[src/rtl/ubg_pkg.sv]
package ubg_pkg;

  localparam int SEL_W    = 2;
  localparam int NUM_TAPS = 3;
  localparam int DIV_W    = 5;
  localparam int K_MIN    = 8;

  typedef enum logic [SEL_W-1:0] {
    SRC_DIV2  = 2'd0,
    SRC_DIV8  = 2'd1,
    SRC_DIV32 = 2'd2,
    SRC_TIMER = 2'd3
  } src_e;

  // log2 of the prescale ratio for each fixed tap
  function automatic int tap_log2(input int idx);
    case (idx)
      0:       return 1;
      1:       return 3;
      default: return 5;
    endcase
  endfunction

  // prescaler width covers the widest tap
  localparam int PRE_W = tap_log2(NUM_TAPS - 1);

endpackage

[src/rtl/ubg_prescaler.sv]
module ubg_prescaler #(
  parameter int CNT_W = ubg_pkg::PRE_W,
  parameter int TAPS  = ubg_pkg::NUM_TAPS
) (
  input  logic            clk,
  input  logic            rst_n,
  input  logic            run,
  input  logic            restart,
  output logic [TAPS-1:0] tick_o
);

  localparam logic [CNT_W-1:0] ONE = CNT_W'(1);

  logic [CNT_W-1:0] cnt_q;

  always_ff @(posedge clk or negedge rst_n) begin
    if (!rst_n)
      cnt_q <= '0;
    else if (!run || restart)
      cnt_q <= '0;
    else
      cnt_q <= cnt_q + ONE;
  end

  // each tap fires when its low bits are all ones
  for (genvar i = 0; i < TAPS; i++) begin : g_tap
    localparam int L = ubg_pkg::tap_log2(i);
    assign tick_o[i] = run && (&cnt_q[L-1:0]);
  end

endmodule

[src/rtl/ubg_cfg.sv]
module ubg_cfg #(
  parameter int K_WIDTH = ubg_pkg::DIV_W,
  parameter int K_FLOOR = ubg_pkg::K_MIN,
  parameter int S_WIDTH = ubg_pkg::SEL_W
) (
  input  logic               clk,
  input  logic               rst_n,
  input  logic               run,
  input  logic               load,
  input  logic [S_WIDTH-1:0] sel_i,
  input  logic [K_WIDTH-1:0] k_i,
  output logic [S_WIDTH-1:0] sel_o,
  output logic [K_WIDTH-1:0] k_o
);

  localparam logic [K_WIDTH-1:0] FLOOR_V = K_WIDTH'(K_FLOOR);

  function automatic logic [K_WIDTH-1:0] floor_k(input logic [K_WIDTH-1:0] k);
    return (k < FLOOR_V) ? FLOOR_V : k;
  endfunction

  // settings follow the inputs while idle, otherwise only at a boundary
  always_ff @(posedge clk or negedge rst_n) begin
    if (!rst_n) begin
      sel_o <= '0;
      k_o   <= FLOOR_V;
    end else if (!run || load) begin
      sel_o <= sel_i;
      k_o   <= floor_k(k_i);
    end
  end

endmodule

[src/rtl/ubg_srcsel.sv]
module ubg_srcsel #(
  parameter int TAPS    = ubg_pkg::NUM_TAPS,
  parameter int S_WIDTH = ubg_pkg::SEL_W
) (
  input  logic               run,
  input  logic [TAPS-1:0]    tap_i,
  input  logic               ext_i,
  input  logic [S_WIDTH-1:0] sel_i,
  output logic               tick_o
);

  localparam int NSRC = TAPS + 1;

  logic [NSRC-1:0] src_vec;

  assign src_vec = {ext_i, tap_i};
  assign tick_o  = run && src_vec[sel_i];

endmodule

[src/rtl/ubg_divider.sv]
module ubg_divider #(
  parameter int K_WIDTH = ubg_pkg::DIV_W
) (
  input  logic               clk,
  input  logic               rst_n,
  input  logic               run,
  input  logic               tick_i,
  input  logic [K_WIDTH-1:0] k_i,
  output logic               wrap_o,
  output logic [K_WIDTH-1:0] cnt_o,
  output logic               level_o,
  output logic               pulse_o
);

  localparam logic [K_WIDTH-1:0] ONE = K_WIDTH'(1);

  function automatic logic [K_WIDTH-1:0] last_index(input logic [K_WIDTH-1:0] k);
    return k - ONE;
  endfunction

  logic [K_WIDTH-1:0] cnt_q;
  logic               level_q;
  logic               pulse_q;

  assign wrap_o = run && tick_i && (cnt_q == last_index(k_i));

  always_ff @(posedge clk or negedge rst_n) begin
    if (!rst_n) begin
      cnt_q   <= '0;
      level_q <= 1'b0;
      pulse_q <= 1'b0;
    end else if (!run) begin
      cnt_q   <= '0;
      level_q <= 1'b0;
      pulse_q <= 1'b0;
    end else begin
      pulse_q <= wrap_o;
      if (tick_i)
        cnt_q <= wrap_o ? '0 : cnt_q + ONE;
      if (wrap_o)
        level_q <= ~level_q;
    end
  end

  assign cnt_o   = cnt_q;
  assign level_o = level_q;
  assign pulse_o = pulse_q;

endmodule

[src/rtl/uart_baud_gen.sv]
module uart_baud_gen #(
  parameter int K_WIDTH = ubg_pkg::DIV_W,
  parameter int K_FLOOR = ubg_pkg::K_MIN
) (
  input  logic                      clk,
  input  logic                      rst_n,
  input  logic                      en,
  input  logic [ubg_pkg::SEL_W-1:0] src_sel,
  input  logic [K_WIDTH-1:0]        div_k,
  input  logic                      tmr_tick,
  output logic                      baud_en,
  output logic                      baud_clk
);

  localparam int TAPS = ubg_pkg::NUM_TAPS;
  localparam int SW   = ubg_pkg::SEL_W;

  // named internal events, observed by the bound checker
  logic [TAPS-1:0]    pre_tick;
  logic               base_tick;
  logic               wrap_evt;
  logic [K_WIDTH-1:0] div_cnt;
  logic [K_WIDTH-1:0] act_k;
  logic [SW-1:0]      act_sel;

  ubg_prescaler #(.CNT_W(ubg_pkg::PRE_W), .TAPS(TAPS)) u_pre (
    .clk     (clk),
    .rst_n   (rst_n),
    .run     (en),
    .restart (wrap_evt),
    .tick_o  (pre_tick)
  );

  ubg_cfg #(.K_WIDTH(K_WIDTH), .K_FLOOR(K_FLOOR), .S_WIDTH(SW)) u_cfg (
    .clk   (clk),
    .rst_n (rst_n),
    .run   (en),
    .load  (wrap_evt),
    .sel_i (src_sel),
    .k_i   (div_k),
    .sel_o (act_sel),
    .k_o   (act_k)
  );

  ubg_srcsel #(.TAPS(TAPS), .S_WIDTH(SW)) u_src (
    .run    (en),
    .tap_i  (pre_tick),
    .ext_i  (tmr_tick),
    .sel_i  (act_sel),
    .tick_o (base_tick)
  );

  ubg_divider #(.K_WIDTH(K_WIDTH)) u_div (
    .clk     (clk),
    .rst_n   (rst_n),
    .run     (en),
    .tick_i  (base_tick),
    .k_i     (act_k),
    .wrap_o  (wrap_evt),
    .cnt_o   (div_cnt),
    .level_o (baud_clk),
    .pulse_o (baud_en)
  );

endmodule

[config.mk]
export PLATFORM = sky130hd
export DESIGN_NAME = uart_baud_gen
export DESIGN_NICKNAME = d
export VERILOG_FILES = /design/src/rtl/ubg_pkg.sv /design/src/rtl/ubg_prescaler.sv /design/src/rtl/ubg_cfg.sv /design/src/rtl/ubg_srcsel.sv /design/src/rtl/ubg_divider.sv /design/src/rtl/uart_baud_gen.sv
export SDC_FILE = /design/constraint.sdc
export NUM_CORES = 1
export LEC_CHECK = 0
export CELL_PAD_IN_SITES_DETAIL_PLACEMENT = 0
export CELL_PAD_IN_SITES_GLOBAL_PLACEMENT = 2
export CORE_AREA = 8 8 75 77
export CTS_CLUSTER_DIAMETER = 30
export CTS_CLUSTER_SIZE = 10
export DETAILED_ROUTE_END_ITERATION = 12
export DIE_AREA = 0 0 83 85
export PLACE_DENSITY_LB_ADDON = 0.1
export SLEW_MARGIN = 20
export SYNTH_ARGS = -nofsm -noshare
export SYNTH_HDL_FRONTEND = slang
export SYNTH_HIERARCHICAL = 1
export SYNTH_SLANG_ARGS = --single-unit
export TNS_END_PERCENT = 1
[constraint.sdc]
create_clock -name clk -period 3.2 [get_ports clk]
set_input_delay 0.48 -clock clk [delete_from_list [all_inputs] [get_ports clk]]
set_output_delay 0.48 -clock clk [all_outputs]
set_load 0.01 [all_outputs]
---- Yosys cells after proc, flatten, opt, wreduce, memory -nomap -nowiden ----
Cells that the tools add are included.
cells by class
  multipliers ............................. 0
  divide/modulo/power cells ............... 0
  equality and inequality tests ........... 3
  reductions and logical operators ........ 10
  mux-type cells .......................... 10
  $add $sub $neg .......................... 3
  order comparisons ....................... 2
  bitwise gates (word level) .............. 1
  shifts and indexed selects .............. 0
operators by type and width
  cell                                                                   count
  5-bit two-way mux                                                      5
  5-bit by 1-bit adder with 5-bit output (second input constant)         2
  1-bit logical AND                                                      6
  5-bit equality test                                                    1
  5-bit by 4-bit < comparator with 1-bit output (second input constant)  1
  5-bit AND reduction                                                    1
  5-bit by 1-bit subtractor with 5-bit output (second input constant)    1
  1-bit two-way mux                                                      4
  2-bit by 1-bit != test with 1-bit output (second input constant)       2
  2-bit by 3-bit < comparator with 1-bit output (second input constant)  1
  3-bit AND reduction                                                    1
  1-bit binary-select mux with 2-bit select                              1
  1-bit logical NOT                                                      1
  1-bit logical OR                                                       1
  1-bit inverter                                                         1
storage, ports and cells
  latch bits .............................. 0
  memory bits (writable) .................. 0
  logic and storage cells ................. 35
  memories kept ........................... 0
  register bits ........................... 19
  memory bits (read-only) ................. 0
  input port bits ......................... 11

---- Longest topological paths before layout ----
  depth in word-level cells ............... 10
  depth in mapped cells ................... 10
  mapped depth without buffers ............ 10

---- Hierarchy ----
The synthesis kept the hierarchy.
modules (own cells, without submodules)
  module         cells an instance  seq. area each (um^2)  times used  area an instance (um^2)
  ubg_divider    49                 175.2                  1           465.4
  ubg_cfg        23                 176.4                  1           315.3
  ubg_prescaler  21                 125.1                  1           250.2
  ubg_srcsel     2                  0.0                    1           28.8

---- Least setup slack after synthesis ----
No wires, ideal clock.
  path kind ............................... reg2reg
  from .................................... register u_pre.cnt_q[0]
  to ...................................... register u_cfg.k_o[4]
  library setup time ...................... 0.125 ns
  path buffers ............................ 0
  data arrival time ....................... 2.519 ns
  setup slack ............................. 0.556 ns
  stages on the path, launching flop included .. 11
  data required time ...................... 3.075 ns
  path through ............................ dfrtp_1 > ha_1 > and3_1 > ha_1 > and2_1 > mux4_2 > and2_1 > nand4_1 > nor2_4 > and2b_4 > mux2_4
between the ends
  cells in the longest elaborated chain, start to end .. 8
  elaborated cells between the ends (all ways) .. 11
  classes of those cells .................. mux: 2; reduce/logical: 9
RTL lines
  item                                       RTL line             RTL
  from (decl)                                ubg_prescaler.sv:14  logic [CNT_W-1:0] cnt_q;
  from (signal assigned)                     ubg_prescaler.sv:22  cnt_q <= cnt_q + ONE;
  5-bit AND reduction                        ubg_prescaler.sv:28  assign tick_o[i] = run && (&cnt_q[L-1:0]);
  1-bit logical AND                          ubg_prescaler.sv:28
  net pre_tick[2]                            uart_baud_gen.sv:19  logic [TAPS-1:0] pre_tick;
  1-bit binary-select mux with 2-bit select  ubg_srcsel.sv:17     assign tick_o = run && src_vec[sel_i];
  1-bit two-way mux (not written as such)    ubg_srcsel.sv:17
  1-bit logical AND                          ubg_srcsel.sv:17
  net base_tick                              uart_baud_gen.sv:20  logic base_tick;
  1-bit logical AND (2 in series)            ubg_divider.sv:25    assign wrap_o = run && tick_i && (cnt_q == last_index(k_i));
  net wrap_evt                               uart_baud_gen.sv:21  logic wrap_evt;
  1-bit logical OR                           ubg_cfg.sv:27        end else if (!run || load) begin
  to (signal assigned)                       ubg_cfg.sv:29        k_o <= floor_k(k_i);
  to (decl)                                  ubg_cfg.sv:13        output logic [K_WIDTH-1:0] k_o
The timed path passes the listed nets, and every way through them passes these cells. The select of a mux whose other input is x is not followed.
A chain may end at the register's enable or synchronous reset.

---- Worst setup path in the final report ----
Same ends and word-level chain as after synthesis.

==> results.ini <==
[worst_hold_path]
hp-class=reg2reg
min_path_cells=1

[timing]
holdWs_ps=479
worstMarginPinSlew_ps=919
timing.final.crit_share_pct=89.8
drv_slew=0
finalHoldViolCount=0
rsz0062_at_grt=false
setup_viol=0
max_clock_freq_mhz=348
fin_setup_tns_ps=0
relSlewSlack_pct=38.6
fin_ws_ps=326
fin_crit_ps=2870
fin_skew_ps=4.32

[route]
route.final.wire_length_um=2410
postRouteAntennaNets=0
vias=737
drc_errors=0
drt_first_pass_iters=3
drt_iter0_drc=48
drt-wirelength-per-cell_um=14.5
vias_per_cell=4.44

[grt]
gr-usage-all-layers_pct=7.43
grt_pass1_vias=806
grtUsageMet2_pct=12.5
busiest_layer=met2
grt_pass1_wl_um=4260
grt-ovfl-total=0
antenna_found_initial=0
use_met3_pct=1.82
grt_start_max_net_pins=20
grt_use_met1_pct=8.67

[synthesis]
syn_area_mm2=0.00106
syn_nets=111
netlist_instances=95
synth_edf_count=0
synth.most_common_cell=dfrtp_1
yosysTopAreaCell=dfrtp_1
async_flop_share_pct=100
yosys.cell_types.count=30
synth_area_leaders=dfrtp_1 (43%), ha_1 (5.9%), xnor2_1 (5.8%), mux2_4 (5.7%), and2_1 (4.1%)
avgSynthCellArea_um2=11.2
synth-seq-cells=19
yosysWarnings=6
synth_common_cells=dfrtp_1 (18), and2_1 (7), o21ai_0 (7), xnor2_1 (7)
yosysSeqAreaShare_pct=45.0
ys.flop_type=dfrtp_1
synth_top_area_share_pct=42.5

[clock_tree]
insertion_delay_ps=250
hold_buffers=0
cts.clk_slew.worst_paths_ps=70
post_cts_resized=0
clk_path_buf_depth=2
htree_levels=1
cts_root_buf=clkbuf_8
cts.sinks=19
cts_tree=built
cts_buffers=3
post_cts_buffers=0

[critical_path]
reg2reg_depth=10
critPathBufInv=0
worstPathCellList=ha_1 > and3_1 > ha_1 > and2_1 > mux4_2 > and2_1 > nand4_1 > nor2_4 > and2b_4 > mux2_4
end_kind=register
crit_slowest_cell=mux4_2
cp_num_cells=10
worst_ep_arrival_time_ps=3010
cp_slowest_stage_delay_ps=440
crit_family=simple AND/OR/NAND/NOR gates
cp-start-kind=register
crit_required_ps=3340
cp_max_fo=12
critical_path_class=reg2reg

[floorplan]
die-width_um=83
dieArea_mm2=0.00706
fp-row-count=25
start_util_pct=23.4
ios=13
die_h_um=85
core_mm2=0.00454

[placement]
dp_slack_ps=314
gp_congestion=0.733
dp_hpwl_um=1810
io_buffers=12

[pwr]
irDropWorstVdd_v=0.000111
p_leak_nw=0.560
power.density_mw_per_mm2=395

[finish]
diodes=0
nNetsFinal=129
area_delta_synth_final_pct=22.7
final_core_utilization_pct=28.7
layout-drive-gt1-share_pct=13.4

[flow_run]
maxCapViolations=0

[run_status]
status=completed

## kinds of logic after synthesis
logic type / synth area share [%]
AOI/OAI and AO/OA: 8.03
xor gates and xnor gates: 6.61
adders and majority gates: 5.90
buffers and inverters: 1.06
DFF: 45.0
muxes: 9.68
and+or+nand+nor: 23.7
## flip-flops by register name, summed over array words and instances (netlist names)
| name | cells |
|---|---|
| u_div/pulse_o | 1 |
| u_cfg/sel_o | 2 |
| u_div/cnt_o | 5 |
| u_cfg/k_o | 5 |
| u_pre/cnt_q | 5 |
| u_div/level_o | 1 |
## cells in the final DEF, fill, tap and decap left out, types with 2 or more instances in the layout
cell             netlist  final
nor2b_1                3      3
clkbuf_8               0      3
nand2b_1               4      4
o211ai_1               2      2
xnor2_1                7      7
nand4_1                3      3
clkdlybuf4s50_1        0     12
inv_1                  3      3
nand2_1                5      5
a21boi_1               2      2
and2_1                 7      7
ha_1                   5      5
mux2i_1                2      2
o21ai_0                7      7
nand3b_1               4      4
mux2_4                 4      4
nor2_1                 5      5
dfrtp_1               18     18
## stage by stage
stage	total power, mW	cells	instance area (µm²)
after floorplan	0.316	95	1060
final	0.513	166	1300
after detailed placement	0.352	162	1250
after global placement	0.352	162	1250
after global routing	0.546	166	1300
after CTS	0.527	166	1300
## metal layers
metal | vias to the layer above | wire length [µm] | part of all wire, %
met5 | - | 0 | 0
met4 | 0 | 19 | 0.79
met3 | 2 | 73 | 3.0
met2 | 6 | 1230 | 51
met1 | 363 | 1090 | 45
li1 | 366 | - | -
## path summary, 6_finish.rpt
| check | from | end | slack (ps) |
|---|---|---|---|
| worst max-delay path | u_pre/cnt_q[0]$_DFF_PN0_ | u_cfg/k_o[4]$_DFFE_PN0P_ | 330 |
| worst min-delay path | u_div/level_o$_DFFE_PN0P_ | u_div/level_o$_DFFE_PN0P_ | 480 |
| worst max register to register | u_pre/cnt_q[0]$_DFF_PN0_ | u_cfg/k_o[4]$_DFFE_PN0P_ | 330 |
| worst min register to register | u_div/level_o$_DFFE_PN0P_ | u_div/level_o$_DFFE_PN0P_ | 480 |
| max in group asynchronous | rst_n | u_cfg/sel_o[1]$_DFFE_PN0P_ | 1900 |
| min in group asynchronous | rst_n | u_div/cnt_o[3]$_DFFE_PN0P_ | 740 |
## area by class of cell
type / instances / area, µm²
fillers: 465 / 3240
multi-input cells: 73 / 572
flip-flops and latches: 19 / 477
repair buffers: 13 / 128
well taps: 54 / 67.6
clock buffers: 4 / 45.0
inverters: 3 / 11.3
## worst register-to-register path: cells and delay by family (launching register included)
family	cells	cell delay, ps
adder cells (fa/ha/maj)	2	400
AND/OR/NAND/NOR	6	1210
multiplexers	2	730
flip-flops	1	420
## report_power, final
part           leakage [nW]  total, mW  internal (mW)  switching (mW)
registers             0.248      0.267          0.254          0.0134
clock network        0.0228      0.168         0.0885          0.0799
logic                 0.289     0.0778         0.0434          0.0344
Power figures use the tool's default switching activity.
